### src/rtl/txirq_pkg.sv
package txirq_pkg;

    // Bit positions decoded by software; kept fixed.
    localparam int EVT_N        = 2;
    localparam int EVT_POS [EVT_N] = '{0, 3};   // transmit done, frame received
    localparam int CTL_TRIG     = 0;
    localparam int CTL_ACK      = 2;
    localparam int RES_FAIL     = 0;

    typedef struct packed {
        logic trig;
        logic ack;
        logic busy;
        logic fail;
    } launch_t;

endpackage

### src/rtl/txirq_evt_status.sv
module txirq_evt_status #(
    parameter int EVT_N = 2
) (
    input  logic             clk,
    input  logic             rst_n,
    input  logic [EVT_N-1:0] set_vec,
    input  logic             clr,
    output logic [EVT_N-1:0] stat_q
);

    for (genvar g = 0; g < EVT_N; g++) begin : g_evt
        logic bit_d;
        logic bit_q;

        always_comb begin
            bit_d = (bit_q & ~clr) | set_vec[g];
        end

        always_ff @(posedge clk or negedge rst_n) begin
            if (!rst_n) bit_q <= 1'b0;
            else        bit_q <= bit_d;
        end

        assign stat_q[g] = bit_q;

        AST_EVT_KEPT: assert property (@(posedge clk) disable iff (!rst_n)
            set_vec[g] |=> stat_q[g]);
        AST_EVT_CLEARED: assert property (@(posedge clk) disable iff (!rst_n)
            (clr && !set_vec[g]) |=> !stat_q[g]);
    end

endmodule

### src/rtl/txirq_tx_launch.sv
module txirq_tx_launch
    import txirq_pkg::*;
(
    input  logic    clk,
    input  logic    rst_n,
    input  logic    wr_ctl,
    input  logic    wr_trig,
    input  logic    wr_ack,
    input  logic    tx_done,
    input  logic    tx_fail,
    output logic    tx_start,
    output logic    ack_req,
    output logic    trig_rd,
    output logic    fail_rd
);

    launch_t st_d, st_q;

    always_comb begin
        st_d = st_q;
        if (st_q.trig) begin
            st_d.trig = 1'b0;
            st_d.busy = 1'b1;
        end else if (tx_done) begin
            st_d.busy = 1'b0;
        end
        if (tx_done) st_d.fail = tx_fail;
        if (wr_ctl) begin
            st_d.ack = wr_ack;
            if (wr_trig && !st_q.busy && !st_q.trig) st_d.trig = 1'b1;
        end
    end

    always_ff @(posedge clk or negedge rst_n) begin
        if (!rst_n) st_q <= '0;
        else        st_q <= st_d;
    end

    assign tx_start = st_q.trig;
    assign ack_req  = st_q.ack;
    assign trig_rd  = st_q.trig;
    assign fail_rd  = st_q.fail;

    AST_START_PULSE: assert property (@(posedge clk) disable iff (!rst_n)
        tx_start |=> !tx_start);
    AST_NO_START_BUSY: assert property (@(posedge clk) disable iff (!rst_n)
        st_q.busy |-> !tx_start);
    AST_FAIL_HOLD: assert property (@(posedge clk) disable iff (!rst_n)
        !tx_done |=> $stable(fail_rd));

endmodule

### src/rtl/txirq_irq_gen.sv
module txirq_irq_gen #(
    parameter int               EVT_N   = 2,
    parameter logic [EVT_N-1:0] RST_DIS = '1
) (
    input  logic             clk,
    input  logic             rst_n,
    input  logic             wr_dis,
    input  logic [EVT_N-1:0] dis_wdata,
    input  logic [EVT_N-1:0] stat,
    output logic [EVT_N-1:0] dis_q,
    output logic             irq_n
);

    logic [EVT_N-1:0] dis_d;

    always_comb begin
        dis_d = wr_dis ? dis_wdata : dis_q;
    end

    always_ff @(posedge clk or negedge rst_n) begin
        if (!rst_n) dis_q <= RST_DIS;
        else        dis_q <= dis_d;
    end

    assign irq_n = ~|(stat & ~dis_q);

    AST_IRQ_IDLE_HIGH: assert property (@(posedge clk) disable iff (!rst_n)
        (stat == '0) |-> irq_n);

endmodule

### src/rtl/txirq_ctrl.sv
module txirq_ctrl
    import txirq_pkg::*;
#(
    parameter int                DATA_W    = 8,
    parameter int                ADDR_W    = 6,
    parameter logic [ADDR_W-1:0] ADDR_EVT  = 6'h00,
    parameter logic [ADDR_W-1:0] ADDR_DIS  = 6'h01,
    parameter logic [ADDR_W-1:0] ADDR_CTL  = 6'h02,
    parameter logic [ADDR_W-1:0] ADDR_RES  = 6'h03
) (
    input  logic              clk,
    input  logic              rst_n,
    input  logic              reg_wr,
    input  logic              reg_rd,
    input  logic [ADDR_W-1:0] reg_addr,
    input  logic [DATA_W-1:0] reg_wdata,
    output logic [DATA_W-1:0] reg_rdata,
    input  logic              mac_tx_done,
    input  logic              mac_tx_fail,
    input  logic              mac_rx_frame,
    output logic              tx_start,
    output logic              tx_ack_req,
    output logic              irq_n
);

    typedef struct packed {
        logic [DATA_W-1:0] rdata;
    } rd_t;

    rd_t rd_d, rd_q;

    logic             hit_evt, hit_dis, hit_ctl, hit_res;
    logic [EVT_N-1:0] evt_set, evt_stat, dis_wdata, dis_q;
    logic [DATA_W-1:0] evt_full, dis_full, ctl_full, res_full;
    logic             trig_rd, fail_rd;

    assign hit_evt = (reg_addr == ADDR_EVT);
    assign hit_dis = (reg_addr == ADDR_DIS);
    assign hit_ctl = (reg_addr == ADDR_CTL);
    assign hit_res = (reg_addr == ADDR_RES);

    assign evt_set = {mac_rx_frame, mac_tx_done};

    // Spread the compact event/disable vectors onto their register bits.
    for (genvar k = 0; k < EVT_N; k++) begin : g_map
        assign dis_wdata[k] = reg_wdata[EVT_POS[k]];
    end

    always_comb begin
        evt_full = '0;
        dis_full = '0;
        for (int k = 0; k < EVT_N; k++) begin
            evt_full[EVT_POS[k]] = evt_stat[k];
            dis_full[EVT_POS[k]] = dis_q[k];
        end
        ctl_full = '0;
        ctl_full[CTL_TRIG] = trig_rd;
        ctl_full[CTL_ACK]  = tx_ack_req;
        res_full = '0;
        res_full[RES_FAIL] = fail_rd;
    end

    txirq_evt_status #(.EVT_N(EVT_N)) u_evt (
        .clk     (clk),
        .rst_n   (rst_n),
        .set_vec (evt_set),
        .clr     (reg_rd && hit_evt),
        .stat_q  (evt_stat)
    );

    txirq_irq_gen #(.EVT_N(EVT_N), .RST_DIS('1)) u_irq (
        .clk       (clk),
        .rst_n     (rst_n),
        .wr_dis    (reg_wr && hit_dis),
        .dis_wdata (dis_wdata),
        .stat      (evt_stat),
        .dis_q     (dis_q),
        .irq_n     (irq_n)
    );

    txirq_tx_launch u_launch (
        .clk      (clk),
        .rst_n    (rst_n),
        .wr_ctl   (reg_wr && hit_ctl),
        .wr_trig  (reg_wdata[CTL_TRIG]),
        .wr_ack   (reg_wdata[CTL_ACK]),
        .tx_done  (mac_tx_done),
        .tx_fail  (mac_tx_fail),
        .tx_start (tx_start),
        .ack_req  (tx_ack_req),
        .trig_rd  (trig_rd),
        .fail_rd  (fail_rd)
    );

    always_comb begin
        rd_d = rd_q;
        if (reg_rd) begin
            unique case (1'b1)
                hit_evt: rd_d.rdata = evt_full;
                hit_dis: rd_d.rdata = dis_full;
                hit_ctl: rd_d.rdata = ctl_full;
                hit_res: rd_d.rdata = res_full;
                default: rd_d.rdata = '0;
            endcase
        end
    end

    always_ff @(posedge clk or negedge rst_n) begin
        if (!rst_n) rd_q <= '0;
        else        rd_q <= rd_d;
    end

    assign reg_rdata = rd_q.rdata;

    AST_RDATA_HOLD: assert property (@(posedge clk) disable iff (!rst_n)
        !reg_rd |=> $stable(reg_rdata));
    AST_IRQ_NEEDS_EVENT: assert property (@(posedge clk) disable iff (!rst_n)
        !irq_n |-> (evt_full != '0));

endmodule

### config.mk
export PLATFORM = sky130hd
export DESIGN_NAME = txirq_ctrl
export DESIGN_NICKNAME = d
export VERILOG_FILES = /design/src/rtl/txirq_pkg.sv /design/src/rtl/txirq_evt_status.sv /design/src/rtl/txirq_tx_launch.sv /design/src/rtl/txirq_irq_gen.sv /design/src/rtl/txirq_ctrl.sv
export SDC_FILE = /design/constraint.sdc
export NUM_CORES = 1
export LEC_CHECK = 0
export BUFFER_PORTS_ARGS = -buffer_cell sky130_fd_sc_hd__buf_2
export CORE_AREA = 3 3 44 46
export DETAILED_ROUTE_END_ITERATION = 8
export DIE_AREA = 0 0 47 49
export GPL_ROUTABILITY_DRIVEN = 0
export HOLD_SLACK_MARGIN = 0.02
export PLACE_DENSITY = 0.66
export SYNTH_ARGS = -nofsm -noshare
export SYNTH_HDL_FRONTEND = slang
export SYNTH_SLANG_ARGS = --single-unit
### constraint.sdc
create_clock -name clk -period 1.3 [get_ports clk]
set_input_delay 0.26 -clock clk [delete_from_list [all_inputs] [get_ports clk]]
set_output_delay 0.26 -clock clk [all_outputs]
set_load 0.02 [all_outputs]
# Word level (Yosys, flattened, before mapping)
# Index checks and enable logic that the tools add are counted.
# totals
regBits	16
latchBits	0
ramBits	0
mem_bits_ro	0
in_bits	21
memories	0
# classes
addsub	0
mul	0
div	0
order_cmp	0
eq_ne	3
n_shift	0
mux	5
bitwise_logic	7
n_reduce_logical	11
# ops
op	n
$pmux W4 S4	1
$eq A6 B2 Y1 const B	2
$eq A6 B1 Y1 const B	1
$logic_not A6 Y1	1
$logic_and A1 B1 Y1	5
$logic_not A1 Y1	3
$mux W1	3
$and A1 B1 Y1	2
$and A2 B2 Y2	1
$mux W2	1
$not A2 Y2	1
$or A1 B1 Y1	2
$reduce_bool A2 Y1	1
$reduce_or A2 Y1	1
$not A1 Y1	1

# Longest topological paths before layout
# depth
word_depth	5
depth_mapped	3

# Hierarchy
# From an unflattened synthesis, not the netlist that was laid out.
# hier_totals
cells_unflattened	49
hier_area_um2	585.6
# by_module_without_submodules
mod	n_inst	cells_per_inst	area_each_um2
txirq_ctrl	1	23	250.2
txirq_tx_launch	1	10	161.4
txirq_irq_gen	1	9	90.1
txirq_evt_status	1	7	83.8

# Least setup slack after synthesis
# Ideal clock, no wire load.
# synth_path
kind	input to register
start	input port reg_addr[3]
end	register u_irq.dis_q[0]
setup_time_ns	0.082
t_arrival_ns	1.189
setup_slack_ns	0.029
path_stages	3
path_buffers	0
cell_sequence	nor4_4 and4b_1 mux2_2
# synth_via
elab_chain_cells	2
# synth_lines
element	line_no	source
start: declaration	txirq_ctrl.sv:15	input logic [ADDR_W-1:0] reg_addr,
$eq A6 B1 Y1	txirq_ctrl.sv:38	assign hit_dis = (reg_addr == ADDR_DIS);
$logic_and A1 B1 Y1	txirq_ctrl.sv:74	.wr_dis (reg_wr && hit_dis),
end signal: assignment	txirq_irq_gen.sv:22	else dis_q <= dis_d;
end: declaration	txirq_irq_gen.sv:10	output logic [EVT_N-1:0] dis_q,
# No other way between the ends.
# A chain may end at the register's enable or synchronous reset.

# Final worst setup path
# layout_path
start	register u_irq.dis_q[1]
end	output port irq_n
# layout_via
elab_chain_cells	4
# layout_lines
element	line_no	source
$not A2 Y2	txirq_irq_gen.sv:25	assign irq_n = ~|(stat & ~dis_q);
$and A2 B2 Y2	txirq_irq_gen.sv:25	
$reduce_or A2 Y1	txirq_irq_gen.sv:25	
$logic_not A1 Y1	txirq_irq_gen.sv:25	
end: declaration	txirq_ctrl.sv:23	output logic irq_n
# No other way between the ends.

==> results.md <==
- Sink Count: 11
- Sequential area share after synthesis: 50.7%
- R2R depth: 3
- ANT cells: 0
- Result of the run: complete, but fails checks
- WP data arrival: 1150 ps
- Fin. Hold Viols: 0
- Drt pass-1 iters: 2
- Start point of the worst hold path: mac_rx_frame
- Worst-path clk slew: 70 ps
- Worst EP required: 1040 ps
- Clock root buffer: clkbuf_4
- # setup viols final: 1
- Yosys warns: 0
- Final worst slack: -114 ps
- Worst Hold Depth: 2
- Clk_lat worst skew: 260 ps
- Cts bufs inserted: 3
- GRT Overall Usage: 10.6%
- Unique masters post-synth: 18
- Die W: 47 µm
- WHS Endpoint: u_evt.g_evt[1].bit_q$_DFF_PN0_
- Detailed-route vias per instance: 4.79
- Leak: 0.342 nW
- Fmax: 707 MHz
- Tmin final: 1410 ps
- Post-Syn Instances: 45
- Max Cap Viol: 0
- Synth Area per Inst: 12.2 µm²
- Iter 0 DRT Violations: 4
- Setup crit end kind: output pin
- Final period utilization: 109%
- Seq cells post-synth: 11
- Max Slew Vio Count: 0
- Residual DRC: 0
- Remaining global-route overflow: 0
- Crit path max fanout: 3
- Largest net degree at the start of global routing: 12
- CTS H-Tree Depth: 1
- CTS tree: built
- P per Cell Area: 1020 nW/µm²
- Area delta synth->final: 28.1%
- Die Ht: 49 µm
- CP Class: flip-flop to output pin
- Max VDD drop: 0.615 mV
- RR Startpoint: u_launch.trig_rd$_DFF_PN0_
- Crit start category: flip-flop
- Clock Skew: 0.999 ps
- CTS Buffer Depth: 2
- # nets final: 93
- Total length of routed wires: 1030 µm
- Failing checks: setup timing
- IO Count: 32
- Fraction of final layout cells sized beyond drive strength 1: 50.7%
- Core Rows: 14
- R2R Setup Slk: 140 ps
- Initial antenna violation count: 0
- IO buf count: 21
- Post-route setup TNS: -114 ps
- Routed len/inst: 11.9 µm
- Via count: 417
- DRT antenna net count: 0
- HP Class: primary input to flip-flop
- First-pass GRT wire length: 1810 µm
- Vias in the first global route: 440
- Initial core utilization: 35.6%
- Die Area: 2300 µm²
- RSZ-0062 raised after global routing: yes
- Post-CTS Setup Repair Bufs: 0
- Post-Syn Area: 548 µm²
- Reg2reg end: reg_rdata[0]$_DFFE_PN0P_
- Core area: 1540 µm²
- Hold WS: 177 ps
- Fillers: 154
==> how the worst max path moves through the flow <==
stage / start / cells after the start / slack, ps / end
5_1_grt: u_irq.dis_q[1]$_DFFE_PN1P_ / 3 / -150 / irq_n
4_1_cts: u_irq.dis_q[1]$_DFFE_PN1P_ / 3 / -140 / irq_n
3_3_place_gp: reg_addr[3] / 4 / -50 / u_irq.dis_q[1]$_DFFE_PN1P_
6_report: u_irq.dis_q[1]$_DFFE_PN1P_ / 3 / -110 / irq_n
2_1_floorplan: reg_addr[3] / 3 / 30 / u_irq.dis_q[0]$_DFFE_PN1P_
3_5_place_dp: reg_addr[3] / 4 / -70 / u_irq.dis_q[1]$_DFFE_PN1P_
==> report_power, final <==
part / internal (mW) / total [mW] / switching [mW]
Combinational: 0.0531 / 0.113 / 0.0602
Sequential: 0.366 / 0.378 / 0.0123
Clock: 0.119 / 0.228 / 0.109
==> kinds of logic after synthesis <==
group           after synthesis  synth area share (%)
compound gates                7                  8.22
flops                        11                  50.7
other cells                   1                 0.684
buf+inv                      11                  11.0
simple gates                  9                  15.1
mux                           6                  14.4
==> cell usage in the layout, fill, tap and decap left out, types with 2 or more instances in the layout <==
master	n
buf_2	20
dfrtp_1	9
inv_1	5
mux2_2	5
conb_1	5
a21o_1	3
o21ai_0	3
clkbuf_4	3
nand3_1	2
buf_4	2
dfstp_2	2
==> worst max-delay path, stage by stage (launching register included) <==
cell	delay [ps]
dfstp_2	550
inv_2	40
a22oi_2	140
buf_4	160
==> Yosys cell counts <==
master	count	share of area, %
a21o_1	3	4.1
a22oi_1	1	1.4
and4b_1	1	1.8
buf_4	5	6.9
conb_1	1	0.68
dfrtp_1	9	41
dfstp_2	2	9.6
inv_1	6	4.1
mux2_2	5	10
mux4_2	1	4.1
nand3_1	2	1.8
nand4_1	1	1.1
nand4b_1	1	1.6
nand4bb_1	1	2.1
nor2b_1	1	1.1
nor4_4	1	3.9
nor4b_1	1	1.6
o21ai_0	3	2.7
==> state kept, by name, indices dropped and copies added, names as in the netlist <==
| name | cells |
|---|---|
| u_launch.ack_req | 1 |
| u_launch.fail_rd | 1 |
| reg_rdata | 3 |
| u_irq.dis_q | 2 |
| u_launch.st_q | 1 |
| u_evt.g_evt.bit_q | 2 |
| u_launch.trig_rd | 1 |
==> stage by stage <==
step                setup slack, ps  instances  total power [mW]  instance area, µm²  util, %
floorplan                      29.0         49             0.450                 563        -
global placement              -49.9         82             0.490                 658     42.7
detailed placement            -67.5         82             0.493                 658     42.7
CTS                            -145         87             0.730                 697     45.2
global route                   -150         87             0.765                 702     45.5
finish                         -114         87             0.719                 702     45.5
==> layer usage <==
layer  vias to the layer above  track usage, %  wire length [µm]
met5                         -               0                 0
li1                        204               -                 -
met4                         0            4.15                 0
met2                        18            16.5               491
met1                       195            13.3               444
met3                         0            2.95                96
==> final cells by class <==
cell class	count	area, µm²	area share, %
multi-input cells	27	230	32.8
repair buffers	23	125	17.8
well taps	16	20.0	2.85
clock buffers	4	26.3	3.74
inverters	6	22.5	3.21
flip-flops and latches	11	278	39.6
==> what timing repair did <==
action,4_1_cts,5_1_grt
endpoints found under the setup margin,1,1
endpoints found under the hold margin,9,0
gates resized for setup,1,2
hold buffers,1,0
Note: power is estimated with default switching activity, not from simulation.
